<file path="config.mk">
export PLATFORM = sky130hd
export DESIGN_NAME = write_buffer
export DESIGN_NICKNAME = d
export VERILOG_FILES = /design/src/rtl/wb_pkg.sv /design/src/rtl/wb_ptr_ctrl.sv /design/src/rtl/wb_slot.sv /design/src/rtl/write_buffer.sv
export SDC_FILE = /design/constraint.sdc
export NUM_CORES = 1
export LEC_CHECK = 0
export ABC_AREA = 1
export BUFFER_PORTS_ARGS = -buffer_cell sky130_fd_sc_hd__buf_2
export CORE_ASPECT_RATIO = 0.5
export CORE_UTILIZATION = 30
export DETAILED_ROUTE_END_ITERATION = 8
export GPL_TIMING_DRIVEN = 0
export SLEW_MARGIN = 20
export SYNTH_ARGS = -nofsm -noshare
export SYNTH_HDL_FRONTEND = slang
export SYNTH_SLANG_ARGS = --single-unit
</file>
<file path="constraint.sdc">
create_clock -name clk -period 37 [get_ports clk]
set_clock_uncertainty 0.2 [all_clocks]
set_input_delay 3.7 -clock clk [delete_from_list [all_inputs] [get_ports clk]]
set_output_delay 3.7 -clock clk [all_outputs]
set_load 0.02 [all_outputs]
</file>
<file path="src/rtl/wb_pkg.sv">
// Package wb_pkg
// Shared sizes and the slot record type of the write buffer.
// Assumes 32-bit physical byte addresses and 16-byte blocks.
package wb_pkg;
    localparam int ADDR_W    = 32;
    localparam int BLK_BYTES = 16;
    localparam int DATA_W    = BLK_BYTES * 8;
    localparam int OFS_W     = $clog2(BLK_BYTES);
    localparam int TAG_W     = ADDR_W - OFS_W;

    typedef struct packed {
        logic [TAG_W-1:0]     tag;
        logic [DATA_W-1:0]    data;
        logic [BLK_BYTES-1:0] mask;
    } wb_blk_t;
endpackage

</file>
<file path="src/rtl/wb_ptr_ctrl.sv">
// Module wb_ptr_ctrl
// Circular write/read indices and occupancy count for the slot array.
// Accepts a push only while not full; a pop is only legal while not empty,
// which the caller guarantees by gating pop with the request it derives
// from 'empty'.
module wb_ptr_ctrl #(
    parameter int DEPTH = 8,
    localparam int IDX_W = (DEPTH > 1) ? $clog2(DEPTH) : 1,
    localparam int CNT_W = $clog2(DEPTH + 1)
) (
    input  logic             clk,
    input  logic             rst_n,
    input  logic             push_req,
    input  logic             pop,
    output logic             push_ok,
    output logic [IDX_W-1:0] wr_idx,
    output logic [IDX_W-1:0] rd_idx,
    output logic             empty,
    output logic             full
);
    logic [CNT_W-1:0] count;

    // Occupancy flags derived from the count.
    always_comb begin
        empty   = (count == '0);
        full    = (count == CNT_W'(DEPTH));
        push_ok = push_req && !full;
    end

    // Advance indices with wrap and track occupancy.
    always_ff @(posedge clk) begin
        if (!rst_n) begin
            wr_idx <= '0;
            rd_idx <= '0;
            count  <= '0;
        end else begin
            if (push_ok)
                wr_idx <= (wr_idx == IDX_W'(DEPTH - 1)) ? '0 : wr_idx + 1'b1;
            if (pop)
                rd_idx <= (rd_idx == IDX_W'(DEPTH - 1)) ? '0 : rd_idx + 1'b1;
            case ({push_ok, pop})
                2'b10:   count <= count + 1'b1;
                2'b01:   count <= count - 1'b1;
                default: count <= count;
            endcase
        end
    end


    full_holds_chk: assert property (@(posedge clk) disable iff (!rst_n)
        full && !pop |=> full);


    push_fills_chk: assert property (@(posedge clk) disable iff (!rst_n)
        push_ok |=> !empty);


    pop_nonempty_chk: assert property (@(posedge clk) disable iff (!rst_n)
        pop |-> !empty);
endmodule

</file>
<file path="src/rtl/wb_slot.sv">
// Module wb_slot
// One buffer slot: block record, occupied flag and a block-address
// comparator against the probing load. Assumes load and clear are never
// asserted together.
module wb_slot
    import wb_pkg::*;
(
    input  logic             clk,
    input  logic             rst_n,
    input  logic             load,
    input  logic             clear,
    input  wb_blk_t          blk_in,
    input  logic             probe_en,
    input  logic [TAG_W-1:0] probe_tag,
    output wb_blk_t          blk_out,
    output logic             hit
);
    logic    occupied;
    wb_blk_t blk_q;

    // Occupied flag: set on capture, cleared on retire or reset.
    always_ff @(posedge clk) begin
        if (!rst_n)
            occupied <= 1'b0;
        else if (load)
            occupied <= 1'b1;
        else if (clear)
            occupied <= 1'b0;
    end

    // Record storage, written only on capture.
    always_ff @(posedge clk) begin
        if (load)
            blk_q <= blk_in;
    end

    // Load overlap comparator on block address.
    always_comb begin
        blk_out = blk_q;
        hit     = occupied && probe_en && (blk_q.tag == probe_tag);
    end


    slot_capture_chk: assert property (@(posedge clk) disable iff (!rst_n)
        load |=> occupied && (blk_q == $past(blk_in)));


    slot_retire_chk: assert property (@(posedge clk) disable iff (!rst_n)
        clear && !load |=> !occupied);
endmodule

</file>
<file path="src/rtl/write_buffer.sv">
// Module write_buffer
// Posted write buffer between a data cache and memory. Holds store misses
// and dirty evictions as 16-byte blocks with byte masks, drains them oldest
// first over a req/ack port and stalls loads that overlap a pending block.
// Assumes mem_ack is only raised while mem_req is high.
module write_buffer
    import wb_pkg::*;
#(
    parameter int DEPTH = 8,
    localparam int IDX_W = (DEPTH > 1) ? $clog2(DEPTH) : 1
) (
    input  logic                 clk,
    input  logic                 rst_n,
    input  logic                 wr_valid,
    input  logic [TAG_W-1:0]     wr_blk_addr,
    input  logic [DATA_W-1:0]    wr_data,
    input  logic [BLK_BYTES-1:0] wr_mask,
    output logic                 wb_full,
    input  logic                 ld_valid,
    input  logic [TAG_W-1:0]     ld_blk_addr,
    output logic                 ld_stall,
    output logic                 mem_req,
    output logic [TAG_W-1:0]     mem_blk_addr,
    output logic [DATA_W-1:0]    mem_data,
    output logic [BLK_BYTES-1:0] mem_mask,
    input  logic                 mem_ack
);
    logic             push_ok;
    logic             pop;
    logic             empty;
    logic             full;
    logic [IDX_W-1:0] wr_idx;
    logic [IDX_W-1:0] rd_idx;
    logic [DEPTH-1:0] slot_hit;
    wb_blk_t          slot_blk [DEPTH];
    wb_blk_t          in_blk;
    wb_blk_t          head_blk;

    // Pack the incoming write and pick the oldest slot for memory.
    always_comb begin
        in_blk.tag  = wr_blk_addr;
        in_blk.data = wr_data;
        in_blk.mask = wr_mask;
        head_blk    = slot_blk[rd_idx];
        mem_req     = !empty;
        pop         = mem_req && mem_ack;
        wb_full     = full;
        ld_stall    = |slot_hit;
    end

    assign mem_blk_addr = head_blk.tag;
    assign mem_data     = head_blk.data;
    assign mem_mask     = head_blk.mask;

    wb_ptr_ctrl #(.DEPTH(DEPTH)) ptr_i (
        .clk      (clk),
        .rst_n    (rst_n),
        .push_req (wr_valid),
        .pop      (pop),
        .push_ok  (push_ok),
        .wr_idx   (wr_idx),
        .rd_idx   (rd_idx),
        .empty    (empty),
        .full     (full)
    );

    for (genvar g = 0; g < DEPTH; g++) begin : g_slot
        wb_slot slot_i (
            .clk       (clk),
            .rst_n     (rst_n),
            .load      (push_ok && (wr_idx == IDX_W'(g))),
            .clear     (pop && (rd_idx == IDX_W'(g))),
            .blk_in    (in_blk),
            .probe_en  (ld_valid),
            .probe_tag (ld_blk_addr),
            .blk_out   (slot_blk[g]),
            .hit       (slot_hit[g])
        );
    end


    offer_stable_chk: assert property (@(posedge clk) disable iff (!rst_n)
        mem_req && !mem_ack |=> mem_req && $stable(mem_blk_addr)
                                && $stable(mem_data) && $stable(mem_mask));


    stall_needs_entry_chk: assert property (@(posedge clk) disable iff (!rst_n)
        ld_stall |-> mem_req && ld_valid);


    stall_onehot_write_chk: assert property (@(posedge clk) disable iff (!rst_n)
        wb_full |-> mem_req);
endmodule

</file>
# == Yosys cells after proc, flatten, opt, wreduce, memory -nomap -nowiden ==
# Index checks and enable logic that the tools add are counted.
# word_totals
reg_bits,1394
latchBits,0
ramBits,0
mem_bits_ro,0
inputBits,205
output_inout_bits,175
word_cells,137
memories,0
# classes
addsub,4
mul,0
div,0
n_lt_le_gt_ge,1
n_eq_ne,25
shift,0
muxes,22
bitwise_logic,1
reduce_logical,49
# ops
cell,n
172-bit binary-select mux with 3-bit select,1
172-bit 2-to-1 mux,2
28-bit equality test,8
1-bit logical AND,34
"3-bit equality test, second input constant",8
2-bit nonzero test,9
1-bit 2-to-1 mux,16
"3-bit by 2-bit equality test with 1-bit output, second input constant",4
4-bit one-hot mux with 2 select lines,1
8-bit OR reduction,1
"3-bit by 1-bit adder with 3-bit output, second input constant",2
"3-bit by 1-bit equality test with 1-bit output, second input constant",2
3-bit logical NOT,2
3-bit 2-to-1 mux,2
"4-bit by 1-bit adder with 4-bit output, second input constant",1
"4-bit equality test, second input constant",1
"4-bit greater-or-equal comparator, second input constant",1
4-bit logical NOT,1
3-bit inverter with 4-bit output,1
"4-bit by 1-bit subtractor with 4-bit output, second input constant",1
"2-bit by 1-bit equality test with 1-bit output, second input constant",1
"2-bit equality test, second input constant",1
1-bit logical NOT,2

# == Logic depth before layout (Yosys ltp) ==
# Gate-level depths: netlist of run 1.
# depth
word_depth,6
mapped_depth,13
mapped_depth_nobuf,12

# == Cells and area by module ==
# From an unflattened synthesis of run 1, not the netlist that was laid out.
# hier_totals
hier_cells,6565
area_unflattened_um2,61781.8
# modules_own_cells
module,instances,cells_each,area_per_inst_um2,seq_area_each_um2
wb_slot,8,321,5765.5,5185.0
write_buffer,1,3920,15082.0,0.0
wb_ptr_ctrl,1,77,575.6,200.2

# == Least setup slack after synthesis of run 1 ==
# No wires, ideal clock.
# synth_path
path_type,input -> register
startpoint,input wr_valid
endpoint,register g_slot[4].slot_i.blk_q (netlist bit g_slot[4].slot_i.blk_out[0]) (enable)
setup_time_ns,0.917
t_arrival_ns,15.590
required_ns,35.883
setup_slack_ns,20.294
path_stages,3
n_path_buf,1
path_cell_list,nand2_1 > buf_2 > nor3_1
# synth_between
elab_chain_len,2
# synth_rtl
element,line,source
from (decl),write_buffer.sv:14,"input logic wr_valid,"
1-bit logical AND,wb_ptr_ctrl.sv:27,push_ok = push_req && !full;
1-bit logical AND,write_buffer.sv:71,".load (push_ok && (wr_idx == IDX_W'(g))),"
net g_slot[4].slot_i.load,wb_slot.sv:10,"input logic load,"
to (signal assigned),wb_slot.sv:34,blk_q <= blk_in;
to (decl),wb_slot.sv:19,wb_blk_t blk_q;
# The timed path passes the listed nets, and every way through them passes these cells.
# A chain may end at the register's enable or synchronous reset.

# == Worst setup path after layout of run 1 ==
# layout_path
startpoint,input ld_blk_addr[7]
endpoint,output ld_stall
# layout_between
elab_chain_len,3
elab_cells_between_ends,17
cone_classes,eq/ne: 8; reduce/logical: 9
# layout_rtl
element,line,source
from (decl),write_buffer.sv:20,"input logic [TAG_W-1:0] ld_blk_addr,"
28-bit equality test,wb_slot.sv:40,hit = occupied && probe_en && (blk_q.tag == probe_tag);
1-bit logical AND,wb_slot.sv:40,
8-bit OR reduction (*),write_buffer.sv:48,ld_stall = |slot_hit;
to (decl),write_buffer.sv:21,"output logic ld_stall,"
# Every way passes the cells marked *; elsewhere a longest branch is shown, timed or not.

==> metrics, run 1 <==
status complete, no violations; Tightest Hold Check Type reg2reg; GRT Residual Overflow 0; slew margin rel. 0.151; Yosys warning total 0; Tightest Pin Transition between 1 and 1.5 ns; Die Ht roughly 310 um; endpoints failing setup 0; leak pwr 0.0242 uW; Slew Viols, Final 0; layout cell share with drive strength beyond 1 0.155; final cell count without fillers between 8k and 9k; syn_area_per_cell 11.9 um2; root buf cell clkbuf_16; clk sinks ~1.4k; post-CTS sizing 0; Synthesized Nets slightly above 5k; wire per inst approximately 23 um; io pins between 300 and 400; synthesized flop and latch total approximately 1.4k; Initial Util 0.303; GRT Resource Usage Total 0.190; DR top layer met5; Final period util 0.262; CTS tree yes; crit path max fanout 9; PwrDens around 70 nW/um2; CP Data Required Time ~33 ns; Synth Cell Area roughly 58,000 um2; CTS Hold Buffers Added 0; Hold Vio Cnt, Final 0; Num CTS Buffers around 140; most frequent cells in the layout edfxtp_1, nor2_1, o21ai_0, buf_2, nand2_1; Die Area between 150,000 and 200,000 um2; clock latency on the worst-skew pair 0.77 ns; Netlist cell types 27; Crit Path Class in2out; DRC 0; Post-CTS Setup Bufs 0; Vias slightly above 40k; DRT iter0 DRCs slightly below 5k; vias per std cell about 5; MaxCap Viol Count 0; startpoint types input pin; clock-pin transition on the worst setup and hold timing paths 0.07 ns; H-tree levels 4; first-pass GRT wire length between 200,000 and 300,000 um; RSZ-0062 raised after global routing false; cell count after synthesis about 4.8k; Max clock buf depth 3; crit path DAT a little under 6 ns; final core occ 0.361; min cycle time layout about 9.7 ns; WL final roughly 190,000 um; die width between 600 and 700 um; post-DP HPWL between 100,000 and 150,000 um; # fillers 18.5k; Port-buffer cells 355; drt pass-1 iters 6; VDD IR-drop max between 0.00003 and 0.00004 V; DRT met1 WL approximately 73,000 um; area growth from synthesis to final layout 19.0%; CP endpoint kind primary output; Met2 Wirelength 94,400 um; initial antenna violation count 67; placed insts ~7.9k; routability congestion estimate between 1 and 1.5; core footprint between 150,000 and 200,000 um2; vias in the first global route 38.9k; row cnt between 100 and 150; most common cell after layout, fill and taps aside edfxtp_1; ANT nets after route 0; FMAX around 0.10 GHz; Seq/Total Area, Yosys 0.723; pin count of the biggest net entering global routing 69; met3 routed WL 13,000 um; post-route setup TNS 0 ns; Final Net Count approximately 5.7k
Yosys cell counts:
cell type,number,area (um2)
clkinv_1,3,11.3
nand4_1,22,138
a21oi_1,107,536
a211oi_1,1,7.51
buf_6,50,563
xnor2_1,58,508
a221oi_1,5,43.8
o211ai_1,1,7.51
inv_1,224,841
dfxtp_1,18,360
buf_1,18,67.6
buf_2,83,415
clkbuf_1,138,518
buf_4,7,52.6
nor2_1,1154,4330
o22ai_1,147,920
nand2_1,431,1620
o21ai_0,599,3000
o21ai_1,177,886
a31oi_1,172,1080
buf_8,2,30.0
inv_2,3,11.3
edfxtp_1,1376,41300
nand3_1,11,55.1
xor2_1,11,96.3
ha_1,15,188
nor3_1,7,35.0
sequential cells by signal (all words and copies together) (netlist names):
signal / count
ptr_i.count: 4
g_slot.slot_i.blk_out: 1376
g_slot.slot_i.occupied: 8
ptr_i.rd_idx: 3
ptr_i.wr_idx: 3
kinds of logic after synthesis:
logic type                 share of synthesized area
buffers and inverters                         0.0436
and+or+nand+nor                                0.107
DFF                                            0.723
adders and majority gates                    0.00326
xor gates and xnor gates                      0.0105
AOI/OAI and AO/OA                              0.112
area by class of cell:
type,count,area (um2),area share
antenna,29,72.6,0.00106
buffer,298,1650,0.0241
clock buffer,168,3650,0.0532
clock inverter,87,732,0.0107
inverter,230,871,0.0127
multi-input combinational,2918,13500,0.196
sequential,1394,41700,0.607
tap,2530,3170,0.0461
timing repair buffer,519,3310,0.0482
path summary, 6_finish.rpt:
path | slack, ns | depth (start not counted) | start | end
min | 0.27 | 2 | g_slot[7].slot_i.occupied | g_slot[7].slot_i.occupied
max | 27.32 | 13 | ld_blk_addr[7] | ld_stall
max reg2reg | 33.14 | 14 | ptr_i.count[1] | g_slot[0].slot_i.blk_out[93]
min reg2reg | 0.27 | 2 | g_slot[7].slot_i.occupied | g_slot[7].slot_i.occupied
per-stage QoR:
step | hold slack, ns | cell area [um2] | total power [uW] | worst slack, ns
4_1_cts | 0.265 | 68500 | 4820 | 27.25
6_report | 0.266 | 68600 | 4800 | 27.32
3_5_place_dp | 0.257 | 64200 | 3450 | 27.25
3_3_place_gp | 0.250 | 62600 | 3480 | 7.91
2_1_floorplan | 0.239 | 57600 | 2780 | 20.29
5_1_grt | 0.287 | 68600 | 4970 | 27.22
worst max-delay path, cell delays in order:
cell and delay (ns):
clkbuf_1 0.42, inv_2 0.22, o21ai_0 0.43, inv_1 0.09
nand2_1 0.08, nor2_1 0.04, nand2_1 0.11, nor2_1 0.05
nand2_1 0.06, nand2_1 0.05, nor2_1 0.12, nand2_1 0.18
buf_2 0.21
power by group:
part / leakage, uW / switching (uW) / internal [uW]
clock: 0.00215 / 619 / 766
combinational: 0.00936 / 1140 / 433
sequential: 0.0126 / 20.9 / 1810
total: 0.0242 / 1780 / 3010
per-layer routing:
| metal | GRT usage | up-vias |
|---|---|---|
| met1 | 0.231 | 20200 |
| met5 | 0 | - |
| li1 | - | 18600 |
| met2 | 0.325 | 1824 |
| met3 | 0.0284 | 479 |
| met4 | 0.106 | 10 |
(Power assumes the default switching activity.)
==> inputs of run 2 (changes only) <==
Settings changed: ABC_AREA 1 to 0.
Clock period 37 ns to 9.49 ns, I/O delays scaled along.
==> metrics, run 2 <==
FF-to-FF path depth 7 (was 14); Port-buffer cells 350 (was 355); post-CTS sizing 0 (unchanged); pin count of the biggest net entering global routing 41 (was 69); min cycle time layout approximately 4.4 ns; first-pass GRT wire length 208,000 um (was 270,000 um); area fraction of the dominant cell type after synthesis 0.745 (was 0.717); Yosys warning total 0 (unchanged); CTS tree yes (unchanged); GRT Residual Overflow 0 (unchanged); crit path max fanout 10 (was 9); synth cell count leaders edfxtp_1, nand2_1, mux4_2 (was edfxtp_1, nor2_1, o21ai_0); MaxCap Viol Count 0 (unchanged); most common cell after layout, fill and taps aside edfxtp_1 (unchanged); Initial Util 0.302 (was 0.303); Netlist cell types 39 (was 27); Synthesized Nets 3,022 (was 5,060); largest area contributor in the netlist edfxtp_1 (unchanged); DRC 0 (unchanged); Synth Cell Area 55,400 um2 (was 57,600 um2); cell with the most instances after synthesis edfxtp_1 (unchanged); leak pwr 0.0212 uW (was 0.0242 uW); Primary FF master, synth edfxtp_1 (unchanged); syn_area_per_cell 19.8 um2 (was 11.9 um2); crit path DAT 3.28 ns (was 5.78 ns); RSZ-0062 raised after global routing false (unchanged); io pins 380 (unchanged); wire per inst 24.8 um (was 23.3 um); Vias 28.3k (was 41.1k); Die Ht 306 um (was 312 um); clock-pin transition on the worst setup and hold timing paths 0.06 ns (was 0.07 ns); Num CTS Buffers 140 (was 139); CP Data Required Time 8.34 ns (was 33.10 ns); Die Area 187,000 um2 (was 194,000 um2); Seq/Total Area, Yosys 0.752 (was 0.723); Final period util 0.467; vias in the first global route 28.8k (was 38.9k); clk sinks 1,394 (unchanged); FMAX between 0.2 and 0.25 GHz; cell count after synthesis 2,802 (was 4,840); initial antenna violation count 66 (was 67); root buf cell clkbuf_16 (unchanged); ANT nets after route 0 (unchanged); Max clock buf depth 3 (unchanged); CTS Hold Buffers Added 0 (unchanged); number of synthesized flops with an enable pin 1,376 (unchanged); Hold Path Depth 1 (was 2); Slew Viols, Final 0 (unchanged); status complete, no violations (unchanged); Async S/R FF share, synth 0 (unchanged); WL final 146,000 um (was 191,000 um); Post-CTS Setup Bufs 0 (unchanged); Tightest Hold Check Type in2reg (was reg2reg); Crit Path Class reg2out (was in2out); slew margin rel. 0.341 (was 0.151); routability congestion estimate 0.896 (was 1.00); H-tree levels 4 (unchanged); die width 610 um (was 622 um); core footprint 183,000 um2 (was 190,000 um2); clock latency on the worst-skew pair 0.73 ns (was 0.77 ns); vias per std cell 4.81 (was 5.03); Hold Vio Cnt, Final 0 (unchanged); synthesized flop and latch total 1,394 (unchanged); CP endpoint kind primary output (unchanged); largest cells by area after synthesis edfxtp_1, mux4_2, xnor2_1, nand2_1, buf_6 (was edfxtp_1, nor2_1, o21ai_0, nand2_1, a31oi_1); VDD IR-drop max 0.000167 V (was 0.0000339 V); max reg flops 1,376 (unchanged); area growth from synthesis to final layout 18.3% (was 19.0%); row cnt 111 (was 113); startpoint types flop (was input pin); Fin Hold WS 0.265 ns (was 0.266 ns); GRT Resource Usage Total 0.155 (was 0.190); PwrDens 270 nW/um2 (was 69.9 nW/um2); endpoints failing setup 0 (unchanged); Final Net Count 3,554 (was 5,720); Tightest Pin Transition 0.988 ns (was 1.27 ns); post-DP HPWL 98,100 um (was 136,000 um); drt pass-1 iters 5 (was 6); total power 17,700 uW (was 4800 uW); layout cell share with drive strength beyond 1 0.300 (was 0.155); DRT iter0 DRCs 2,801 (was 4,805); most frequent cells in the layout edfxtp_1, nand2_1, buf_2, mux4_2, xnor2_1 (was edfxtp_1, nor2_1, o21ai_0, buf_2, nand2_1)
-- run 2: changes by cell type after synthesis, sizes merged, moves of 51 or more --
cell and change:
nand2 +90, mux4 +344, o21ai -775, o22ai -147, buf -51, a31oi -169, inv -216, nor2 -1151
clkbuf -99, a21oi -103, xnor2 +168
-- run 2: worst paths after layout --
kind / from / end / slack (ns)
max: ptr_i.rd_idx[1] / mem_blk_addr[23] / 5.06
min: wr_blk_addr[10] / g_slot[5].slot_i.blk_out[154] / 0.27
max reg2reg: ptr_i.count[0] / g_slot[5].slot_i.blk_out[96] / 6.21
min reg2reg: g_slot[6].slot_i.occupied / g_slot[6].slot_i.occupied / 0.39
-- run 2: final cells by class --
type	count	area [um2]
timing repair buffer	390	2750
fill	17000	118000
clock inverter	74	485
buffer	148	926
sequential	1394	41700
clock buffer	173	3750
tap	2429	3040
multi-input combinational	1249	12800
antenna	26	65.1
inverter	11	43.8
-- run 2: routing by layer --
layer / wire (um) / vias to the layer above / GRT usage
li1: - / 12200 / -
met1: 55900 / 14900 / 0.187
met2: 77800 / 929 / 0.281
met3: 7530 / 288 / 0.0234
met4: 5040 / 2 / 0.0527
met5: 11 / - / 0
-- run 2: cells by family after synthesis --
logic type,after synthesis,share of synthesized area
AO/OA/AOI/OAI,33,0.00427
XOR/XNOR,228,0.0360
adder cells (fa/ha/maj),15,0.00339
buffers and inverters,159,0.0174
flip-flops,1394,0.752
multiplexers,345,0.140
AND/OR/NAND/NOR,628,0.0471
-- run 2: metrics by stage --
stage          TNS [ns]  utilization  setup WS [ns]  instance area [um2]  cells
2_1_floorplan         0            -           3.33                55400   2802
3_3_place_gp   -2064.67        0.329          -1.69                60200   5581
3_5_place_dp          0        0.334           5.42                61300   5621
4_1_cts               0        0.357           4.92                65500   5868
5_1_grt               0        0.357           4.84                65500   5882
6_report              0        0.358           5.06                65600   5894
-- run 2: critical path: stages (launching register included) --
cell and delay (ns):
dfxtp_1 0.46, buf_2 0.47, clkbuf_1 0.75, mux4_2 0.41, nand2_1 0.08, nand2_1 0.16
buf_2 0.21
-- run 2: power breakdown --
group | switching (uW) | internal [uW] | total, uW
registers | 109 | 7200 | 7310
logic | 3260 | 1970 | 5220
clock network | 2260 | 2910 | 5180
total | 5630 | 12100 | 17700
